[config.mk]
export PLATFORM = sky130hd
export DESIGN_NAME = stk_unit
export DESIGN_NICKNAME = d
export VERILOG_FILES = /design/src/rtl/stk_pkg.sv /design/src/rtl/stk_seq.sv /design/src/rtl/stk_ptr.sv /design/src/rtl/stk_regs.sv /design/src/rtl/stk_unit.sv
export SDC_FILE = /design/constraint.sdc
export NUM_CORES = 1
export LEC_CHECK = 0
export ABC_CLOCK_PERIOD_IN_PS = 2900
export BUFFER_PORTS_ARGS = -buffer_cell sky130_fd_sc_hd__buf_2
export CORE_MARGIN = 10
export CORE_UTILIZATION = 35
export CTS_CLUSTER_DIAMETER = 40
export DETAILED_ROUTE_END_ITERATION = 8
export PLACE_DENSITY = 0.71
export SYNTH_ARGS = -nofsm -noshare
export SYNTH_HDL_FRONTEND = slang
export SYNTH_SLANG_ARGS = --single-unit
[constraint.sdc]
create_clock -name clk -period 2.9 [get_ports clk]
set_input_delay 0.29 -clock clk [delete_from_list [all_inputs] [get_ports clk]]
set_output_delay 0.29 -clock clk [all_outputs]
set_load 0.03 [all_outputs]
[src/rtl/stk_pkg.sv]
package stk_pkg;
   localparam logic [2:0] OP_PUSH_A  = 3'd0;
   localparam logic [2:0] OP_PULL_A  = 3'd1;
   localparam logic [2:0] OP_PUSH_P  = 3'd2;
   localparam logic [2:0] OP_PULL_P  = 3'd3;
   localparam logic [2:0] OP_X_TO_SP = 3'd4;
   localparam logic [2:0] OP_SP_TO_X = 3'd5;

   typedef enum logic [1:0] {
      PH_IDLE  = 2'd0,
      PH_STACK = 2'd1,
      PH_PULL  = 2'd2
   } phase_t;

   function automatic logic is_push(input logic [2:0] o);
      return (o == OP_PUSH_A) || (o == OP_PUSH_P);
   endfunction

   function automatic logic is_pull(input logic [2:0] o);
      return (o == OP_PULL_A) || (o == OP_PULL_P);
   endfunction
endpackage

[src/rtl/stk_seq.sv]
module stk_seq
   import stk_pkg::*;
(
   input  logic       clk,
   input  logic       rst_n,
   input  logic       start,
   input  logic [2:0] op,
   output logic       stack_sel,
   output logic       wr_en,
   output logic       sp_inc,
   output logic       sp_dec,
   output logic       ld_sp_x,
   output logic       ld_x_sp,
   output logic       ld_a_mem,
   output logic       ld_p_mem,
   output logic       push_p,
   output logic       done
);
   phase_t     phase_q, phase_d;
   logic [2:0] op_q;
   logic       accept;

   assign accept = (phase_q == PH_IDLE) && start;
   assign push_p = (op_q == OP_PUSH_P);

   always_comb begin
      phase_d   = phase_q;
      stack_sel = 1'b0;
      wr_en     = 1'b0;
      sp_inc    = 1'b0;
      sp_dec    = 1'b0;
      ld_sp_x   = 1'b0;
      ld_x_sp   = 1'b0;
      ld_a_mem  = 1'b0;
      ld_p_mem  = 1'b0;
      done      = 1'b0;
      unique case (phase_q)
         PH_IDLE: begin
            if (accept) begin
               if (is_push(op) || is_pull(op)) begin
                  phase_d = PH_STACK;
               end else begin
                  done    = 1'b1;
                  ld_sp_x = (op == OP_X_TO_SP);
                  ld_x_sp = (op == OP_SP_TO_X);
               end
            end
         end
         PH_STACK: begin
            stack_sel = 1'b1;
            if (is_push(op_q)) begin
               wr_en   = 1'b1;
               sp_dec  = 1'b1;
               done    = 1'b1;
               phase_d = PH_IDLE;
            end else begin
               sp_inc  = 1'b1;
               phase_d = PH_PULL;
            end
         end
         PH_PULL: begin
            stack_sel = 1'b1;
            done      = 1'b1;
            ld_a_mem  = (op_q == OP_PULL_A);
            ld_p_mem  = (op_q == OP_PULL_P);
            phase_d   = PH_IDLE;
         end
         default: phase_d = PH_IDLE;
      endcase
   end

   always_ff @(posedge clk or negedge rst_n) begin
      if (!rst_n) begin
         phase_q <= PH_IDLE;
         op_q    <= 3'd0;
      end else begin
         phase_q <= phase_d;
         if (accept) op_q <= op;
      end
   end

   // one write per push
   p_single_write_r2: assert property (@(posedge clk) disable iff (!rst_n)
      wr_en |=> !wr_en);
   // the cycle after done never carries a stack access of the old operation
   p_done_ends_r10: assert property (@(posedge clk) disable iff (!rst_n)
      done |=> !(wr_en || sp_inc || ld_a_mem || ld_p_mem));
   // the dummy stack read is followed by the data read
   p_pull_order_r3: assert property (@(posedge clk) disable iff (!rst_n)
      sp_inc |=> (ld_a_mem || ld_p_mem) && done);
endmodule

[src/rtl/stk_ptr.sv]
module stk_ptr #(
   parameter int            DATA_W  = 8,
   parameter logic [DATA_W-1:0] SP_INIT = '1
) (
   input  logic              clk,
   input  logic              rst_n,
   input  logic              inc,
   input  logic              dec,
   input  logic              load,
   input  logic [DATA_W-1:0] load_val,
   output logic [DATA_W-1:0] sp
);
   localparam logic [DATA_W-1:0] ONE = DATA_W'(1);

   always_ff @(posedge clk or negedge rst_n) begin
      if (!rst_n)    sp <= SP_INIT;
      else if (load) sp <= load_val;
      else if (inc)  sp <= sp + ONE;
      else if (dec)  sp <= sp - ONE;
   end

   // decrement wraps modulo 2^DATA_W
   p_dec_wrap_r9: assert property (@(posedge clk) disable iff (!rst_n)
      (dec && !load && !inc) |=> sp == DATA_W'($past(sp) - ONE));
   // increment wraps modulo 2^DATA_W
   p_inc_wrap_r3: assert property (@(posedge clk) disable iff (!rst_n)
      (inc && !load) |=> sp == DATA_W'($past(sp) + ONE));

   p_load_r7: assert property (@(posedge clk) disable iff (!rst_n)
      load |=> sp == $past(load_val));

   p_hold_r11: assert property (@(posedge clk) disable iff (!rst_n)
      !(inc || dec || load) |=> $stable(sp));
endmodule

[src/rtl/stk_regs.sv]
module stk_regs #(
   parameter int DATA_W = 8,
   parameter int N_POS  = 7,
   parameter int Z_POS  = 1
) (
   input  logic              clk,
   input  logic              rst_n,
   input  logic              ld_a_mem,
   input  logic              ld_p_mem,
   input  logic              ld_x_sp,
   input  logic [DATA_W-1:0] rdata,
   input  logic [DATA_W-1:0] sp,
   output logic [DATA_W-1:0] acc,
   output logic [DATA_W-1:0] idx_x,
   output logic [DATA_W-1:0] status
);
   localparam int MSB = DATA_W - 1;

   always_ff @(posedge clk or negedge rst_n) begin
      if (!rst_n) begin
         acc    <= '0;
         idx_x  <= '0;
         status <= '0;
      end else begin
         if (ld_a_mem) begin
            acc           <= rdata;
            status[N_POS] <= rdata[MSB];
            status[Z_POS] <= (rdata == '0);
         end
         if (ld_p_mem) status <= rdata;
         if (ld_x_sp) begin
            idx_x         <= sp;
            status[N_POS] <= sp[MSB];
            status[Z_POS] <= (sp == '0);
         end
      end
   end

   // flags agree with the loaded accumulator
   p_pull_flags_r4: assert property (@(posedge clk) disable iff (!rst_n)
      ld_a_mem |=> (status[N_POS] == acc[MSB]) && (status[Z_POS] == (acc == '0)));
   // flags agree with the transferred index
   p_xfer_flags_r8: assert property (@(posedge clk) disable iff (!rst_n)
      ld_x_sp |=> (status[N_POS] == idx_x[MSB]) && (status[Z_POS] == (idx_x == '0)));
   // status untouched without a load
   p_status_hold_r5: assert property (@(posedge clk) disable iff (!rst_n)
      !(ld_a_mem || ld_p_mem || ld_x_sp) |=> $stable(status));

   p_acc_hold_r6: assert property (@(posedge clk) disable iff (!rst_n)
      !ld_a_mem |=> $stable(acc));
endmodule

[src/rtl/stk_unit.sv]
module stk_unit
   import stk_pkg::*;
#(
   parameter int   ADDR_W     = 16,
   parameter int   DATA_W     = 8,
   parameter logic [ADDR_W-DATA_W-1:0] STACK_PAGE = 'h01,
   parameter logic [DATA_W-1:0]        SP_INIT    = '1,
   parameter int   N_POS      = 7,
   parameter int   Z_POS      = 1
) (
   input  logic              clk,
   input  logic              rst_n,
   input  logic              start,
   input  logic [2:0]        op,
   input  logic [ADDR_W-1:0] pc,
   output logic [ADDR_W-1:0] addr,
   output logic              we,
   output logic [DATA_W-1:0] wdata,
   input  logic [DATA_W-1:0] rdata,
   output logic              done,
   output logic [DATA_W-1:0] acc,
   output logic [DATA_W-1:0] idx_x,
   output logic [DATA_W-1:0] status,
   output logic [DATA_W-1:0] sp
);
   localparam int PAGE_W = ADDR_W - DATA_W;

   generate
      if (PAGE_W < 1) begin : g_bad_addr
         $error("stk_unit: ADDR_W must exceed DATA_W");
      end
      if (N_POS >= DATA_W || Z_POS >= DATA_W || N_POS == Z_POS) begin : g_bad_flags
         $error("stk_unit: flag positions out of range or equal");
      end
   endgenerate

   logic stack_sel, sp_inc, sp_dec, ld_sp_x, ld_x_sp, ld_a_mem, ld_p_mem, push_p;

   stk_seq u_seq (
      .clk      (clk),
      .rst_n    (rst_n),
      .start    (start),
      .op       (op),
      .stack_sel(stack_sel),
      .wr_en    (we),
      .sp_inc   (sp_inc),
      .sp_dec   (sp_dec),
      .ld_sp_x  (ld_sp_x),
      .ld_x_sp  (ld_x_sp),
      .ld_a_mem (ld_a_mem),
      .ld_p_mem (ld_p_mem),
      .push_p   (push_p),
      .done     (done)
   );

   stk_ptr #(.DATA_W(DATA_W), .SP_INIT(SP_INIT)) u_ptr (
      .clk     (clk),
      .rst_n   (rst_n),
      .inc     (sp_inc),
      .dec     (sp_dec),
      .load    (ld_sp_x),
      .load_val(idx_x),
      .sp      (sp)
   );

   stk_regs #(.DATA_W(DATA_W), .N_POS(N_POS), .Z_POS(Z_POS)) u_regs (
      .clk     (clk),
      .rst_n   (rst_n),
      .ld_a_mem(ld_a_mem),
      .ld_p_mem(ld_p_mem),
      .ld_x_sp (ld_x_sp),
      .rdata   (rdata),
      .sp      (sp),
      .acc     (acc),
      .idx_x   (idx_x),
      .status  (status)
   );

   assign addr  = stack_sel ? {STACK_PAGE, sp} : pc;
   assign wdata = push_p ? status : acc;

   // a write lands where the pointer was, which then drops by one
   p_write_then_dec_r2: assert property (@(posedge clk) disable iff (!rst_n)
      we |=> sp == DATA_W'($past(addr[DATA_W-1:0]) - DATA_W'(1)));
   // pulled byte reaches the accumulator
   p_pull_data_r3: assert property (@(posedge clk) disable iff (!rst_n)
      ld_a_mem |=> acc == $past(rdata));
   // pulled byte reaches status whole
   p_pull_status_r6: assert property (@(posedge clk) disable iff (!rst_n)
      ld_p_mem |=> status == $past(rdata));
   // stack accesses stay in the stack page
   p_stack_page_r9: assert property (@(posedge clk) disable iff (!rst_n)
      we |-> addr[ADDR_W-1:DATA_W] == STACK_PAGE);
endmodule

# Word level (Yosys, flattened, before mapping)

Index checks and enable logic that the tools add are counted.

Add/subtract/negate cells: 2
Equal/unequal tests: 12
Muxes and demuxes: 30
Reduce and logical (&&, ||, !) cells: 14

Operators with widths:

| cell                                                   | count |
|---|---|
| two-way mux 8 bit                                      | 5 |
| two-way mux 1 bit                                      | 19 |
| zero test 8 bit                                        | 2 |
| two-way mux 16 bit                                     | 1 |
| == test 3 x 2 -> 1 bit (second input constant)         | 4 |
| adder 8 x 1 -> 8 bit (second input constant)           | 1 |
| subtractor 8 x 1 -> 8 bit (second input constant)      | 1 |
| == test 3 x 1 -> 1 bit (second input constant)         | 2 |
| == test 3 bit (second input constant)                  | 2 |
| zero test 3 bit                                        | 2 |
| two-way mux 2 bit                                      | 3 |
| nonzero test 3 bit                                     | 2 |
| logical OR 1 bit                                       | 4 |
| one-hot mux 2 bit (2 select lines)                     | 1 |
| one-hot mux 1 bit (3 select lines)                     | 1 |
| == test 2 x 1 -> 1 bit (second input constant)         | 1 |
| == test 2 bit (second input constant)                  | 1 |
| zero test 2 bit                                        | 1 |
| inequality test 2 x 1 -> 1 bit (second input constant) | 1 |
| inequality test 2 bit (second input constant)          | 1 |
| AND reduction 2 bit                                    | 1 |
| OR reduction 2 bit                                     | 1 |
| logical AND 1 bit                                      | 1 |

Register bits: 37
Input port bits: 30
Output and inout bits: 58
Logic and storage cells: 65

# Depth between registers and ports, before layout

Gate-level depths: netlist of run 1.

Depth in word-level cells: 7
Depth in mapped cells: 10
Mapped depth without buffers: 10

# By module

A second synthesis of run 1 with hierarchy kept.

Cells, all modules: 201
Area total of the unflattened synthesis: 2293.4 um^2

By module, submodules not included:

| module   | instances | cells each | area each (um^2) | sequential area each (um^2) |
|---|---|---|---|---|
| stk_regs | 1         | 63         | 980.9            | 600.6 |
| stk_ptr  | 1         | 76         | 688.2            | 210.2 |
| stk_seq  | 1         | 35         | 337.8            | 125.1 |
| stk_unit | 1         | 27         | 286.5            | 0.0 |

# Worst setup path before layout of run 1

No wires, ideal clock.

Kind: register to register
Start point: reg u_seq.phase_q[1]
End point: reg u_ptr.sp[6]
Setup time: 77 ps
Arrival time: 2097 ps
Data required time: 2823 ps
Slack: 726 ps
Stages on the path, launching flop included: 11
Path buffers: 0
Clock period less this slack: 2174 ps
Path through: dfrtp_1 -> inv_1 -> ha_1 -> o21a_1 -> inv_2 -> fa_1 -> a21o_1 -> a22o_1 -> mux2i_1 -> a21oi_1 -> a21o_1

Word-level cells in the longest chain between the ends: 5
Elaborated cells between the ends (all ways): 10
Classes of those cells: eq/ne: 1; mux: 6; reduce/logical: 3

RTL lines:

| item                                                                     | RTL line                     | RTL |
|---|---|---|
| start, declared                                                          | stk_seq.sv:19                | `phase_t phase_q, phase_d;` |
| start signal, assigned                                                   | stk_seq.sv:77                | `phase_q <= phase_d;` |
| zero test 2 bit                                                          | stk_seq.sv:23, stk_seq.sv:37 |  |
| logical AND 1 bit                                                        | stk_seq.sv:23                | `assign accept = (phase_q == PH_IDLE) && start;` |
| two-way mux 1 bit                                                        | stk_seq.sv:39                | `if (accept) begin` |
| two-way mux 1 bit                                                        | stk_seq.sv:37                | `unique case (phase_q)` |
| nonzero test 3 bit (no source line) or two-way mux 8 bit (tied branches) | -                            |  |
| end signal, assigned                                                     | stk_ptr.sv:17                | `else if (load) sp <= load_val;` |
| end signal, assigned                                                     | stk_ptr.sv:18                | `else if (inc) sp <= sp + ONE;` |
| end signal, assigned                                                     | stk_ptr.sv:19                | `else if (dec) sp <= sp - ONE;` |
| end, declared                                                            | stk_ptr.sv:11                | `output logic [DATA_W-1:0] sp` |

Parallel ways exist; a longest one is shown, timed or not.
A chain may end at the register's enable or synchronous reset.

# Worst setup path after layout of run 1

Same ends and word-level chain as after synthesis.

==> out/metrics.cfg, run 1 <==
[route]
ant_nets = 0
detail_route.wl_per_cell_um = 16.0
drt-total-wl_um = 6200
drc = 0
viasPerCell = 5.05
vias = 1959
drtIter0Drc = 86
dr.pass1.iters = 4

[flow_run]
cap_violations = 0

[place]
gp_congestion = 0.794
dp_hpwl_um = 4780
portBuffers = 87

[cts]
cts_setup_buffers = 0
root_buffer = clkbuf_8
hold_buffers = 0
cts.repair.resized = 0
clock_sinks = 37
clock_latency_ns = 0.29
htreeDepth = 2
cts_buffers = 5
clock_path_buffers = 2
clk_pin_slew_ns = 0.08
cts_tree = done

[global_route]
antenna_found_initial = 0
grt_max_degree = 38
grt_overflow_total = 0
grt_pass1_wl_um = 10200
grt_pass1_vias = 2101
track_usage = 0.124

[timing]
slew_violations = 0
setup_viol = 0
hold_viol = 0
fmax_mhz = 427
relSlewSlack = 0.449
grt_setup_unrepaired = false
post-route-min-period_ns = 2.34
setup_tns_ns = 0
holdWs_ns = 0.0821
period_share = 0.807
worstMarginPinSlew_ns = 0.827
fin_worst_skew_ns = 0.00702

[die]
dieHeight_um = 100
die_w_um = 100
io_pins = 88
die-area_mm2 = 0.0100
rows = 29
coreArea_mm2 = 0.00628
initial_core_util = 0.358

[yosys]
synth.avg_cell_area_um2 = 10.2
ys_seq_area_frac = 0.417
async_flop_share = 1.00
yosys_warnings = 0
ys_seq_elements = 37
yosysTopAreaCell = dfrtp_1
syn_nets = 264
synth-main-ff-cell = dfrtp_1
synth_cell_types = 44
syn_area_mm2 = 0.00224
synth_cells = 221
synth_top_area_frac = 0.323
synth_edf_count = 0
ys_top_cells_by_area = dfrtp_1 32%, dfstp_2 9.4%, mux2_2 8.5%

[finish]
finalNetCount = 353
layout_commonest_cell = buf_2
area_growth_pct = 28.6
drive_gt1_frac = 0.408
antenna_cells = 0
layout_common_cells = 87 x buf_2, 43 x nand2_1, 29 x dfrtp_1, 17 x mux2_2, 15 x mux2_1

[worst_hold_path]
hold_class = input port to asynchronous set/reset pin

[worst_setup_path]
end_kind = register
crit_fanout = 10
crit_type = register to register
required_ns = 3.13
start_kind = register
worst_ep_arrival_time_ns = 2.57

[outcome]
outcome = complete, no violations

final timing paths:
| path | startpoint | slack [ns] | to | depth (start not counted) |
|---|---|---|---|---|
| worst min-delay path | rst_n | 0.08 | u_seq.phase_q[1]$_DFFE_PN0P_ | 1 |
| max in group asynchronous | rst_n | 2.28 | u_regs.status[0]$_DFFE_PN0P_ | 1 |
| min in group clk | rdata[3] | 0.24 | u_regs.acc[3]$_DFFE_PN0P_ | 2 |
| worst max register to register | u_seq.phase_q[1]$_DFFE_PN0P_ | 0.56 | u_ptr.sp[6]$_DFFE_PN1P_ | 10 |
| worst max-delay path | u_seq.phase_q[1]$_DFFE_PN0P_ | 0.56 | u_ptr.sp[6]$_DFFE_PN1P_ | 10 |
| worst min register to register | u_regs.idx_x[2]$_DFFE_PN0P_ | 0.51 | u_ptr.sp[2]$_DFFE_PN1P_ | 2 |
per-layer routing:
| layer | global-route usage | part of all wire | vias to the layer above |
|---|---|---|---|
| met5 | 0 | 0 | - |
| met4 | 0.0315 | 0.010 | 0 |
| met3 | 0.0549 | 0.086 | 8 |
| met2 | 0.215 | 0.49 | 63 |
| met1 | 0.135 | 0.41 | 926 |
| li1 | - | - | 962 |
area by class of cell:
class                   count  area [um2]
clock buffers               5        68.8
flip-flops and latches     37         936
multi-input cells         171        1250
repair buffers             88         443
well taps                  77        96.3
inverters                   7        26.3
fillers                   631        3390
clock inverters             3        65.1
sequential cells by signal, indices dropped and copies added, names as in the netlist:
name	cells
u_ptr.sp	8
u_regs.idx_x	8
u_seq.op_q	3
u_regs.status	8
u_seq.phase_q	2
u_regs.acc	8
worst max-delay path, cell delays in order (launching register included):
cell     delay [ns]
dfrtp_1        0.41
inv_1          0.12
ha_1           0.18
o21a_1         0.19
inv_2          0.12
fa_1           0.42
a21o_1         0.19
a22o_1         0.21
mux2i_1        0.16
a21oi_1        0.08
a21o_1         0.18
cell usage after synthesis, types with 8 or more instances:
cell,instances
a21oi_1,8
dfstp_2,8
ha_1,12
nand2_1,43
o21ai_1,9
nor2b_1,8
dfrtp_1,29
mux2_2,17
mux2_1,15
cells by family (layout without fill, tap and decap cells):
logic type,after synthesis,in the layout,share of synthesized area
compound gates,39,39,0.111
xor+xnor,4,4,0.0156
fa+ha+maj,13,13,0.0758
buf+inv,13,103,0.0256
flops,37,37,0.417
mux,38,38,0.187
simple gates,77,77,0.168
per-stage QoR:
step,cells,area (um2),setup slack (ns),util
6_report,388,2890,0.560,0.460
5_1_grt,388,2890,0.329,0.460
3_3_place_gp,380,2750,0.701,0.439
3_5_place_dp,380,2750,0.573,0.439
2_1_floorplan,221,2240,0.726,-
4_1_cts,388,2890,0.565,0.460
Power of run 1 is left out: the tool's default activity adds up to more than one toggle a clock period on the data nets, which glitch-free logic cannot reach.
==> run 2, diff against run 1 <==
--- a/config.mk
+++ b/config.mk
@@ -5,13 +5,13 @@
 export SDC_FILE = /design/constraint.sdc
 export NUM_CORES = 1
 export LEC_CHECK = 0
-export ABC_CLOCK_PERIOD_IN_PS = 2900
+export ABC_CLOCK_PERIOD_IN_PS = 2100
 export BUFFER_PORTS_ARGS = -buffer_cell sky130_fd_sc_hd__buf_2
 export CORE_MARGIN = 10
 export CORE_UTILIZATION = 35
 export CTS_CLUSTER_DIAMETER = 40
 export DETAILED_ROUTE_END_ITERATION = 8
-export PLACE_DENSITY = 0.71
+export PLACE_DENSITY = 0.73
 export SYNTH_ARGS = -nofsm -noshare
 export SYNTH_HDL_FRONTEND = slang
 export SYNTH_SLANG_ARGS = --single-unit
==> constraint.sdc (replaced) <==
create_clock -name clk -period 2.1 [get_ports clk]
set_input_delay 0.21 -clock clk [delete_from_list [all_inputs] [get_ports clk]]
set_output_delay 0.21 -clock clk [all_outputs]
set_load 0.03 [all_outputs]
==> run 2 against run 1 <==
Effect of this change: cell count grew 1.8%; fmax grew 17%; utilization grew 1.9 points; global-route usage shrank 0.21 points; via count grew 2.0%; clock skew shrank 0.0018 ns; sequential share of layout area shrank 1.3 points; largest cell class unchanged; sequential cell count is the same; register-to-register slack lost 0.45 ns.
==> out/metrics.cfg, run 2 (synthesized netlist as in run 1, its figures left out) <==
[die]
initial_core_util = 0.358
io_pins = 88
die-area_mm2 = 0.0100
coreArea_mm2 = 0.00628
dieHeight_um = 100
rows = 29
die_w_um = 100

[cts]
clock_path_buffers = 2
cts_tree = done
cts_buffers = 5
clock_latency_ns = 0.29
clk_pin_slew_ns = 0.08
clock_sinks = 37
root_buffer = clkbuf_8
htreeDepth = 2

[timing]
relSlewSlack = 0.439
post-route-min-period_ns = 1.99
hold_viol = 0
slew_violations = 0
setup_tns_ns = 0
period_share = 0.950
grt_setup_unrepaired = true
fmax_mhz = 501
worst_slack_ns = 0.105
setup_viol = 0
fin_worst_skew_ns = 0.00525
worstMarginPinSlew_ns = 0.841

[finish]
finalNetCount = 360
n_fill_cell = 591
regArea_um2 = 936
multiInputGateArea_mm2 = 0.00133
drive_gt1_frac = 0.453
area_growth_pct = 33.8
antenna_cells = 0
layout_common_cells = 87 x buf_2, 43 x nand2_1, 29 x dfrtp_1, 17 x mux2_2, 15 x mux2_1
layout_commonest_cell = buf_2

[place]
pre_cts_ws_ns = -0.0247
gp_congestion = 0.802
portBuffers = 87
dp_hpwl_um = 4790

[worst_hold_path]
hold_class = input port to asynchronous set/reset pin

[worst_setup_path]
crit_fanout = 6
r2r_end = u_ptr.sp[6]$_DFFE_PN1P_
end_kind = register
worstRegToRegCells = 10
start_kind = register
r2r_start = u_seq.phase_q[1]$_DFFE_PN0P_
required_ns = 2.32
crit_path_start = u_seq.phase_q[1]$_DFFE_PN0P_
worst_ep_arrival_time_ns = 2.22
crit_type = register to register
reg2reg_slack_ns = 0.11

[route]
viasPerCell = 5.06
vias = 1999
drtIter0Drc = 61
detail_route.wl_per_cell_um = 15.9
ant_nets = 0
drc = 0
drt-total-wl_um = 6270
dr.pass1.iters = 4

[flow_run]
cap_violations = 0

[global_route]
grt_max_degree = 38
grt_overflow_total = 0
grt_pass1_vias = 2153
grt_pass1_wl_um = 10200
antenna_found_initial = 0
track_usage = 0.122

[outcome]
outcome = complete, no violations

==> run 2: worst max-delay path, cell delays in order (launching register included) <==
cell     delay [ns]
dfrtp_1        0.41
inv_2          0.09
ha_4           0.13
o21a_4         0.14
inv_6          0.05
fa_2           0.35
a21o_1         0.18
a22o_1         0.20
mux2i_1        0.14
a21oi_1        0.08
a21o_1         0.15
==> run 2: cell type report <==
class | count | share of cell area
Timing Repair Buffer | 95 | 0.165
Tap cell | 77 | 0.0321
Clock inverter | 3 | 0.0154
Inverter | 7 | 0.0104
Clock buffer | 5 | 0.0229
Sequential cell | 37 | 0.312
Multi-Input combinational cell | 171 | 0.442
==> run 2: per-layer routing <==
layer | share of wire | GRT usage | wire, um | vias to the layer above
li1 | - | - | - | 975
met1 | 0.42 | 0.141 | 2610 | 944
met2 | 0.49 | 0.202 | 3100 | 73
met3 | 0.081 | 0.0529 | 508 | 7
met4 | 0.0088 | 0.0293 | 55 | 0
met5 | 0 | 0 | 0 | -
==> run 2: metrics by stage <==
step / utilization / instances / instance area [um2] / hold slack [ns]
floorplan: - / 221 / 2260 / -0.0856
global placement: 0.445 / 384 / 2800 / 0.348
detailed placement: 0.445 / 384 / 2800 / 0.360
CTS: 0.467 / 393 / 2930 / 0.0353
global route: 0.478 / 395 / 3000 / 0.0727
finish: 0.478 / 395 / 3000 / 0.0186
==> run 2: worst max-delay path by stage <==
stage,to,slack [ns],cells after the start
global route,u_ptr.sp[6]$_DFFE_PN1P_,-0.1,10
finish,u_ptr.sp[6]$_DFFE_PN1P_,0.11,10
CTS,u_ptr.sp[5]$_DFFE_PN1P_,0.03,10
detailed placement,u_ptr.sp[6]$_DFFE_PN1P_,-0.02,10
global placement,u_ptr.sp[6]$_DFFE_PN1P_,0.05,10
floorplan,u_ptr.sp[6]$_DFFE_PN1P_,0.02,10
==> run 2: repair_timing <==
| action | CTS | global route |
|---|---|---|
| resized for setup | 3 | 9 |
| hold buffers | 0 | 0 |
| setup buffers | 1 | 2 |
| gates cloned | 0 | 0 |
| pin swaps | 0 | 3 |
| setup endpoints to repair | 11 | 14 |
Power of run 2 is left out for the same reason.
